## config.mk

```make
export PLATFORM = sky130hd
export DESIGN_NAME = swb_cmd_ctrl
export DESIGN_NICKNAME = d
export VERILOG_FILES = /design/src/rtl/swb_pkg.sv /design/src/rtl/swb_sync.sv /design/src/rtl/swb_tick.sv /design/src/rtl/swb_rst_seq.sv /design/src/rtl/swb_cmd_ctrl.sv
export SDC_FILE = /design/constraint.sdc
export NUM_CORES = 1
export LEC_CHECK = 0
export ABC_AREA = 1
export ABC_CLOCK_PERIOD_IN_PS = 2250
export BUFFER_PORTS_ARGS = -buffer_cell sky130_fd_sc_hd__buf_4
export CORE_MARGIN = 4
export CORE_UTILIZATION = 55
export DETAILED_ROUTE_END_ITERATION = 10
export PLACE_DENSITY_LB_ADDON = 0.08
export SKIP_LAST_GASP = 1
export SLEW_MARGIN = 40
export SYNTH_ARGS = -nofsm -noshare
export SYNTH_HDL_FRONTEND = slang
export SYNTH_HIERARCHICAL = 1
export SYNTH_SLANG_ARGS = --single-unit
```

## constraint.sdc

```tcl
create_clock -name clk -period 2.25 [get_ports clk]
set_input_delay 0.1125 -clock clk [delete_from_list [all_inputs] [get_ports clk]]
set_output_delay 0.1125 -clock clk [all_outputs]
set_load 0.005 [all_outputs]
```

## src/rtl/swb_pkg.sv

```systemverilog
package swb_pkg;
  typedef enum logic [1:0] {
    SQ_IDLE = 2'd0,
    SQ_LOW  = 2'd1,
    SQ_WAIT = 2'd2,
    SQ_REC  = 2'd3
  } sq_state_t;

  localparam logic [2:0] CMD_ADDR = 3'b000;
  localparam int BIT_RST   = 0;
  localparam int BIT_SRCH  = 1;
  localparam int BIT_FORCE = 2;
  localparam int BIT_LINE  = 3;
endpackage

```

## src/rtl/swb_sync.sv

```systemverilog
module swb_sync #(
  parameter int STAGES = 2
) (
  input  logic clk,
  input  logic rst,
  input  logic d,
  output logic q
);
  logic [STAGES-1:0] chain;

  always_ff @(posedge clk) begin
    if (rst) chain <= '1;
    else     chain <= {chain[STAGES-2:0], d};
  end

  assign q = chain[STAGES-1];
endmodule

```

## src/rtl/swb_tick.sv

```systemverilog
module swb_tick #(
  parameter int DIV = 100
) (
  input  logic clk,
  input  logic rst,
  input  logic run,
  output logic tick
);
  generate
    if (DIV <= 1) begin : g_direct
      assign tick = run;
    end else begin : g_div
      localparam int PW = $clog2(DIV);
      logic [PW-1:0] pcnt;
      always_ff @(posedge clk) begin
        if (rst || !run)                  pcnt <= '0;
        else if (pcnt == PW'(DIV - 1))    pcnt <= '0;
        else                              pcnt <= pcnt + 1'b1;
      end
      assign tick = run && (pcnt == PW'(DIV - 1));
    end
  endgenerate
endmodule

```

## src/rtl/swb_rst_seq.sv

```systemverilog
module swb_rst_seq
  import swb_pkg::*;
#(
  parameter int LOW_TICKS    = 480,
  parameter int SAMPLE_TICKS = 70,
  parameter int REL_TICKS    = 480
) (
  input  logic clk,
  input  logic rst,
  input  logic start,
  input  logic tick,
  input  logic line,
  output logic busy,
  output logic drive_low,
  output logic done_flag,
  output logic none_flag
);
  localparam int MAXT = (LOW_TICKS > REL_TICKS) ? LOW_TICKS : REL_TICKS;
  localparam int CW   = $clog2(MAXT + 1);

  sq_state_t     state;
  logic [CW-1:0] cnt;
  logic          seen;

  always_ff @(posedge clk) begin
    if (rst) begin
      state     <= SQ_IDLE;
      cnt       <= '0;
      seen      <= 1'b0;
      done_flag <= 1'b0;
      none_flag <= 1'b0;
    end else begin
      case (state)
        SQ_IDLE: if (start) begin
          state     <= SQ_LOW;
          cnt       <= '0;
          done_flag <= 1'b0;
        end
        SQ_LOW: if (tick) begin
          if (cnt == CW'(LOW_TICKS - 1)) begin
            state <= SQ_WAIT;
            cnt   <= '0;
          end else cnt <= cnt + 1'b1;
        end
        SQ_WAIT: if (tick) begin
          cnt <= cnt + 1'b1;
          if (cnt == CW'(SAMPLE_TICKS - 1)) begin
            seen  <= ~line;
            state <= SQ_REC;
          end
        end
        SQ_REC: if (tick) begin
          if (cnt == CW'(REL_TICKS - 1)) begin
            state     <= SQ_IDLE;
            cnt       <= '0;
            done_flag <= 1'b1;
            none_flag <= ~seen;
          end else cnt <= cnt + 1'b1;
        end
        default: state <= SQ_IDLE;
      endcase
    end
  end

  assign busy      = (state != SQ_IDLE);
  assign drive_low = (state == SQ_LOW);
endmodule

```

## src/rtl/swb_cmd_ctrl.sv

```systemverilog
module swb_cmd_ctrl
  import swb_pkg::*;
#(
  parameter int CLKS_PER_TICK = 100,
  parameter int LOW_TICKS     = 480,
  parameter int SAMPLE_TICKS  = 70,
  parameter int REL_TICKS     = 480,
  parameter int SYNC_STAGES   = 2
) (
  input  logic       clk,
  input  logic       rst,
  input  logic [2:0] reg_addr,
  input  logic       reg_wr,
  input  logic [7:0] reg_wdata,
  output logic [7:0] reg_rdata,
  input  logic       force_en,
  input  logic       bus_in,
  output logic       bus_oe,
  output logic       presence_irq,
  output logic       presence_none
);
  logic line_sync, tick, seq_busy, seq_drive;
  logic fow_q, sra_q, oe_q;
  logic [7:0] rdata_q;
  logic cmd_wr, seq_start;

  assign cmd_wr    = reg_wr && (reg_addr == CMD_ADDR);
  assign seq_start = cmd_wr && reg_wdata[BIT_RST] && !seq_busy;

  swb_sync #(.STAGES(SYNC_STAGES)) sync_i (
    .clk(clk), .rst(rst), .d(bus_in), .q(line_sync)
  );

  swb_tick #(.DIV(CLKS_PER_TICK)) tick_i (
    .clk(clk), .rst(rst), .run(seq_busy), .tick(tick)
  );

  swb_rst_seq #(
    .LOW_TICKS(LOW_TICKS), .SAMPLE_TICKS(SAMPLE_TICKS), .REL_TICKS(REL_TICKS)
  ) seq_i (
    .clk(clk), .rst(rst), .start(seq_start), .tick(tick), .line(line_sync),
    .busy(seq_busy), .drive_low(seq_drive),
    .done_flag(presence_irq), .none_flag(presence_none)
  );

  always_ff @(posedge clk) begin
    if (rst) begin
      fow_q   <= 1'b0;
      sra_q   <= 1'b0;
      oe_q    <= 1'b0;
      rdata_q <= '0;
    end else begin
      if (cmd_wr) begin
        fow_q <= reg_wdata[BIT_FORCE];
        sra_q <= reg_wdata[BIT_SRCH] & ~reg_wdata[BIT_RST];
      end
      oe_q <= seq_drive | (fow_q & force_en);
      if (reg_addr == CMD_ADDR)
        rdata_q <= {4'b0000, line_sync, fow_q, sra_q, seq_busy};
      else
        rdata_q <= '0;
    end
  end

  assign reg_rdata = rdata_q;
  assign bus_oe    = oe_q;
endmodule

```

==> flow_metrics.tcl, run 1 <==
set metrics [dict create \
    fp-row-count 19 \
    cts_tree "yes" \
    vias 1314 \
    synthTopCellsByCount "nor2_1, nand2_1, inv_1" \
    grt_max_degree 11 \
    post-route-period-util 0.8519 \
    coreArea_um2 2758 \
    synth_cell_types 27 \
    grtUsageTotal 0.1752 \
    crit_path_top_delay_cell "dfxtp_1" \
    setup_ws_ns 0.3332 \
    clk_path_buf_depth 2 \
    synth_ff_type "dfxtp_1" \
    fp.dieH_um 61.73 \
    status "complete, no violations" \
    cts.sinks 30 \
    synth_xor_area_frac 0.03310 \
    dp_slack_ns 0.3497 \
    cts_htree_levels 2 \
    fin_worst_skew_ns 0.003152 \
    synth_area_um2 1588 \
    synth-adder-area-share 0.06304 \
    worstPathCellList "inv_1 -> ha_1 -> inv_1 -> inv_1 -> nand2_1 -> nor2_1 -> or2_4 -> nand2_2 -> inv_2 -> nand2_1 -> nand2_2 -> a21oi_1" \
    ys_top_cells_by_area "dfxtp_1, nor2_1, nand2_1" \
    dieArea_um2 3811 \
    syn_inst 224 \
    hold_viol 0 \
    wire_per_inst_um 10.10 \
    required_ns 2.50 \
    critical_path_class "flop to flop" \
    synth_edf_count 0 \
    post-cts-setup-buffers 0 \
    overflow 0 \
    final_nets 274 \
    drv_cap 0 \
    timing.fmax_mhz 521.7 \
    synth_warnings 6 \
    layout-drive-gt1-share 0.1600 \
    syn_area_per_cell_um2 7.088 \
    ys_async_sr_fraction 0 \
    post-synth-top-area-cell "dfxtp_1" \
    cts.clk_slew.worst_paths_ns 0.08 \
    grt_pass1_wl_um 4899 \
    wirelength_um 2838 \
    antenna_found_initial 0 \
    finalSetupViolCount 0 \
    diodes 0 \
    worstPathMaxFanout 10 \
    hold_class "input port to flop" \
    insertion_delay_ns 0.32 \
    cp_slowest_stage_delay_ns 0.39 \
    ys_seq_elements 30 \
    die_w_um 61.73 \
    initial_core_util 0.5758 \
    area_delta_synth_final_pct 13.87 \
    numPortBuffers 17 \
    vias_per_cell 4.676 \
    drt_iter0_drc 57 \
    yosys.area_share.simple 0.3373 \
    first_pass_iters 4 \
    synth_most_common_cell "nor2_1" \
    arrival_ns 2.17 \
    endpoint_kind "flop" \
    ir_drop_uv 573.4 \
    slew_viol_final 0 \
    dp_hpwl_um 2181 \
    ys_seq_area_frac 0.3783 \
    p_leak_nw 0.8361 \
    path_common_cell "inv_1" \
    clock-root-buffer "clkbuf_4" \
    powerDensity_nw_per_um2 674.3 \
    fin_crit_ns 1.917 \
    yosys.area.top_type_share 0.3783 \
    io_pins 27 \
    fin_tns_setup_ns 0 \
    synth_compound_gate_area_share 0.07486 \
    ant_nets 0 \
    gp_congestion 0.8709 \
    rsz0062_at_grt "false" \
    cts-buffers-inserted 5 \
    muxShareOfSynthArea 0 \
    grt_pass1_vias 1207 \
    start_kind "flop" \
    synth_top_family_by_area "simple AND/OR/NAND/NOR gates" \
    drc 0 \
]
cells by family after synthesis:
kind of cell	count (synthesis)
AND/OR/NAND/NOR	115
buffers and inverters	43
flip-flops	30
AO/OA/AOI/OAI	21
adder cells (fa/ha/maj)	8
XOR/XNOR	6
other	1
flip-flops by register name (all words and copies together) (netlist names):
name               flops
tick_i/g_div.pcnt      7
sra_q                  1
seq_i/none_flag        1
bus_oe                 1
seq_i/state            2
seq_i/cnt              9
seq_i/seen             1
seq_i/done_flag        1
reg_rdata              4
sync_i/chain           2
fow_q                  1
cell type report:
| cell class | instances | area (µm²) |
|---|---|---|
| Fill cell | 265 | 949.7 |
| Multi-Input combinational cell | 154 | 822.0 |
| Sequential cell | 30 | 600.6 |
| Timing Repair Buffer | 20 | 155.1 |
| Inverter | 39 | 146.4 |
| Clock buffer | 7 | 45.04 |
| Tap cell | 31 | 38.79 |
power by group:
group          internal (W)  total (W)  leakage, nW  switching, W
registers          0.000563   0.000588        0.243     0.0000254
clock network      0.000118   0.000281       0.0254      0.000163
logic              0.000133   0.000350        0.568      0.000217
cells in the final DEF, fill, tap and decap left out, types with 2 or more instances in the layout:
cell type      synthesis  final
clkbuf_4               0      5
nand3_1               10     10
a21oi_1               11     11
nor2_1                44     44
dfxtp_1               30     30
ha_1                   8      8
nand2_2                7      7
clkbuf_1               0      2
inv_1                 38     38
dlygate4sd3_1          0      2
o21bai_1               3      3
nor2_2                 2      2
xor2_1                 6      6
conb_1                 1      4
o21ai_0                4      4
nand3_2                2      2
buf_4                  4     18
nand2_1               42     42
through the flow:
| step | hold slack (ns) | std cells | util | power (W) | cell area, µm² |
|---|---|---|---|---|---|
| 4_1_cts | 0.02058 | 281 | 0.6556 | 0.001244 | 1808 |
| 5_1_grt | 0.02455 | 281 | 0.6556 | 0.001327 | 1808 |
| 3_3_place_gp | 0.2891 | 272 | 0.6320 | 0.0009446 | 1743 |
| 2_1_floorplan | 0.1816 | 227 | - | 0.0008713 | 1599 |
| 6_report | 0.03565 | 281 | 0.6556 | 0.001219 | 1808 |
| 3_5_place_dp | 0.2878 | 272 | 0.6320 | 0.0009488 | 1743 |
worst max-delay path, delay by kind of cell, from the launching register on:
kind | cells | cell delay, ns
and+or+nand+nor | 6 | 0.72
buffers and inverters | 4 | 0.40
DFF | 1 | 0.39
adders and majority gates | 1 | 0.19
AOI/OAI and AO/OA | 1 | 0.13
per-layer routing:
metal / vias to the layer above / GRT usage / routed length, µm
met4: 0 / 0.07273 / 53
met1: 569 / 0.2093 / 1369
met2: 17 / 0.2855 / 1331
met5: - / 0 / 0
met3: 6 / 0.06198 / 82
li1: 722 / - / -
path summary, 6_finish.rpt:
kind                   startpoint               to  slack, ns  cells past startpoint
setup / recovery   seq_i/state[0]     seq_i/cnt[0]       0.33                     12
setup reg to reg   seq_i/state[0]     seq_i/cnt[0]       0.33                     12
hold / removal                rst     seq_i/cnt[8]       0.04                      2
hold reg to reg   sync_i/chain[0]  sync_i/chain[1]       0.42                      2
what timing repair did:
item,in CTS,in global routing
hold endpoints to repair,2,0
setup endpoints to repair,0,0
hold buffers,2,0
gates resized for setup,0,0
Note: power is estimated with default switching activity, not from simulation.
==> inputs of run 2 (changes only) <==
--- a/config.mk
+++ b/config.mk
@@ -7,10 +7,10 @@
 export LEC_CHECK = 0
 export ABC_AREA = 1
 export ABC_CLOCK_PERIOD_IN_PS = 2250
-export BUFFER_PORTS_ARGS = -buffer_cell sky130_fd_sc_hd__buf_4
 export CORE_MARGIN = 4
-export CORE_UTILIZATION = 55
+export CORE_UTILIZATION = 57
 export DETAILED_ROUTE_END_ITERATION = 10
+export DONT_BUFFER_PORTS = 1
 export PLACE_DENSITY_LB_ADDON = 0.08
 export SKIP_LAST_GASP = 1
 export SLEW_MARGIN = 40
==> flow_metrics.tcl, run 2 (synthesis results as in run 1) <==
set metrics [dict create \
    wire_per_inst_um 11.14 \
    register_area_um2 600.6 \
    coreArea_um2 2567 \
    power.total_w 0.001272 \
    status "complete, no violations" \
    power.internal_w 0.0008334 \
    required_ns 2.48 \
    switching_share 0.3450 \
    vias 1330 \
    clock-root-buffer "clkbuf_4" \
    cts_tree "yes" \
    hold_viol 0 \
    grt_pass1_vias 1255 \
    area_delta_synth_final_pct 8.826 \
    drv_cap 0 \
    cts-buffers-inserted 5 \
    p_leak_nw 0.7715 \
    largest_register_ff_count 9 \
    powerDensity_nw_per_um2 736.3 \
    final_common_cell "nor2_1" \
    layout_common_cells "nor2_1, nand2_1, inv_1, dfxtp_1, a21oi_1" \
    antenna_found_initial 0 \
    regMostFlops "seq_i/cnt" \
    slew_viol_final 0 \
    grt_pass1_wl_um 5202 \
    setup_ws_ns 0.3197 \
    regToRegEndpoint "seq_i/cnt[2]" \
    die_w_um 60.78 \
    dp_slack_ns 0.3304 \
    grtUsageTotal 0.1910 \
    drc 0 \
    insertion_delay_ns 0.34 \
    fin_crit_ns 1.930 \
    power.switching_w 0.0004389 \
    post-route-period-util 0.8579 \
    dp_hpwl_um 2199 \
    rr_startpoint "seq_i/state[0]" \
    initial_core_util 0.6184 \
    ff2ff_setup_slack_ns 0.32 \
    vias_per_cell 4.981 \
    hold_start "rst" \
    finalSetupViolCount 0 \
    fp.dieH_um 60.78 \
    layout-drive-gt1-share 0.1097 \
    critical_path_class "flop to flop" \
    fp-row-count 18 \
    gp_congestion 0.8534 \
    cp-startpoint "seq_i/state[0]" \
    p_seq_frac 0.465 \
    multiInputGateArea_um2 822.0 \
    timing.fmax_mhz 518.1 \
    endpoint_kind "flop" \
    arrival_ns 2.16 \
    numPortBuffers 0 \
    worstPathMaxFanout 10 \
    ir_drop_uv 631.4 \
    fin_tns_setup_ns 0 \
    io_pins 27 \
    timing.hold.ws_ns 0.02579 \
    overflow 0 \
    diodes 0 \
    post-cts-setup-buffers 0 \
    cts.sinks 30 \
    cts_htree_levels 2 \
    ant_nets 0 \
    rsz0062_at_grt "false" \
    final_nets 260 \
    drt_iter0_drc 52 \
    wirelength_um 2974 \
    clockPowerShare 0.271 \
    dieArea_um2 3694 \
    clk_path_buf_depth 2 \
    nFillCells 216 \
    first_pass_iters 4 \
    start_kind "flop" \
    fin_worst_skew_ns 0.007871 \
    cp-endpoint "seq_i/cnt[2]" \
    power_frac_comb 0.264 \
    r2r_cells 12 \
    grt_max_degree 11 \
    hold_class "input port to flop" \
    cts.clk_slew.worst_paths_ns 0.10 \
]
[run 2: cell types whose count changed in the layout (fill, tap and decap cells not counted)]
| cell | previous run | this run |
|---|---|---|
| buf_4 | 18 | 1 |
| clkinvlp_4 | 0 | 1 |
| clkbuf_1 | 2 | 0 |
| clkbuf_8 | 0 | 1 |
| clkinv_2 | 0 | 1 |
| dlygate4sd3_1 | 2 | 5 |
[run 2: final cells by class]
type / instances / share of cell area
Tap cell: 30 / 0.02172
Clock inverter: 2 / 0.007241
Clock buffer: 6 / 0.02969
Sequential cell: 30 / 0.3476
Multi-Input combinational cell: 154 / 0.4757
Inverter: 39 / 0.08472
Timing Repair Buffer: 6 / 0.03331
[run 2: repair_timing]
action                                 in CTS  in global routing
endpoints found under the hold margin      11                  0
gates resized for setup                     0                  0
hold buffers                                5                  0
[run 2: worst min path at each step]
stage / cells after the start / slack [ns] / endpoint
after floorplan: 1 / 0.18 / seq_i/cnt[1]
after global placement: 1 / 0.19 / seq_i/cnt[1]
after detailed placement: 1 / 0.19 / seq_i/cnt[8]
after CTS: 4 / 0.005 / sra_q
after global routing: 3 / 0.01 / reg_rdata[3]
final: 3 / 0.03 / tick_i/g_div.pcnt[2]
[run 2: power by group through the flow]
stage | logic (W) | clock network (W) | registers [W]
floorplan | 0.000274 | 0 | 0.000597
global placement | 0.000312 | 0 | 0.000602
detailed placement | 0.000323 | 0 | 0.000605
CTS | 0.000335 | 0.000358 | 0.000593
global route | 0.000389 | 0.000387 | 0.000598
finish | 0.000336 | 0.000345 | 0.000592
[run 2: critical path, cell delays in order (launching register included)]
cell     delay, ns
dfxtp_1       0.40
inv_1         0.10
ha_1          0.20
inv_1         0.16
inv_1         0.08
nand2_1       0.06
nor2_1        0.05
or2_4         0.26
nand2_2       0.18
inv_2         0.08
nand2_1       0.08
xor2_1        0.14
nor2_1        0.05
[run 2: stage by stage]
stage,util,cells,cell area (µm²)
after floorplan,-,227,1599
after global placement,0.6287,254,1614
after detailed placement,0.6287,254,1614
after CTS,0.6730,267,1728
after global routing,0.6730,267,1728
final,0.6730,267,1728
[run 2: per-layer routing]
layer | track usage | vias to the layer above | part of all wire
met2 | 0.3023 | 23 | 0.48
met3 | 0.08085 | 9 | 0.059
met5 | 0 | - | 0
li1 | - | 698 | -
met4 | 0.09598 | 0 | 0.020
met1 | 0.2206 | 600 | 0.44
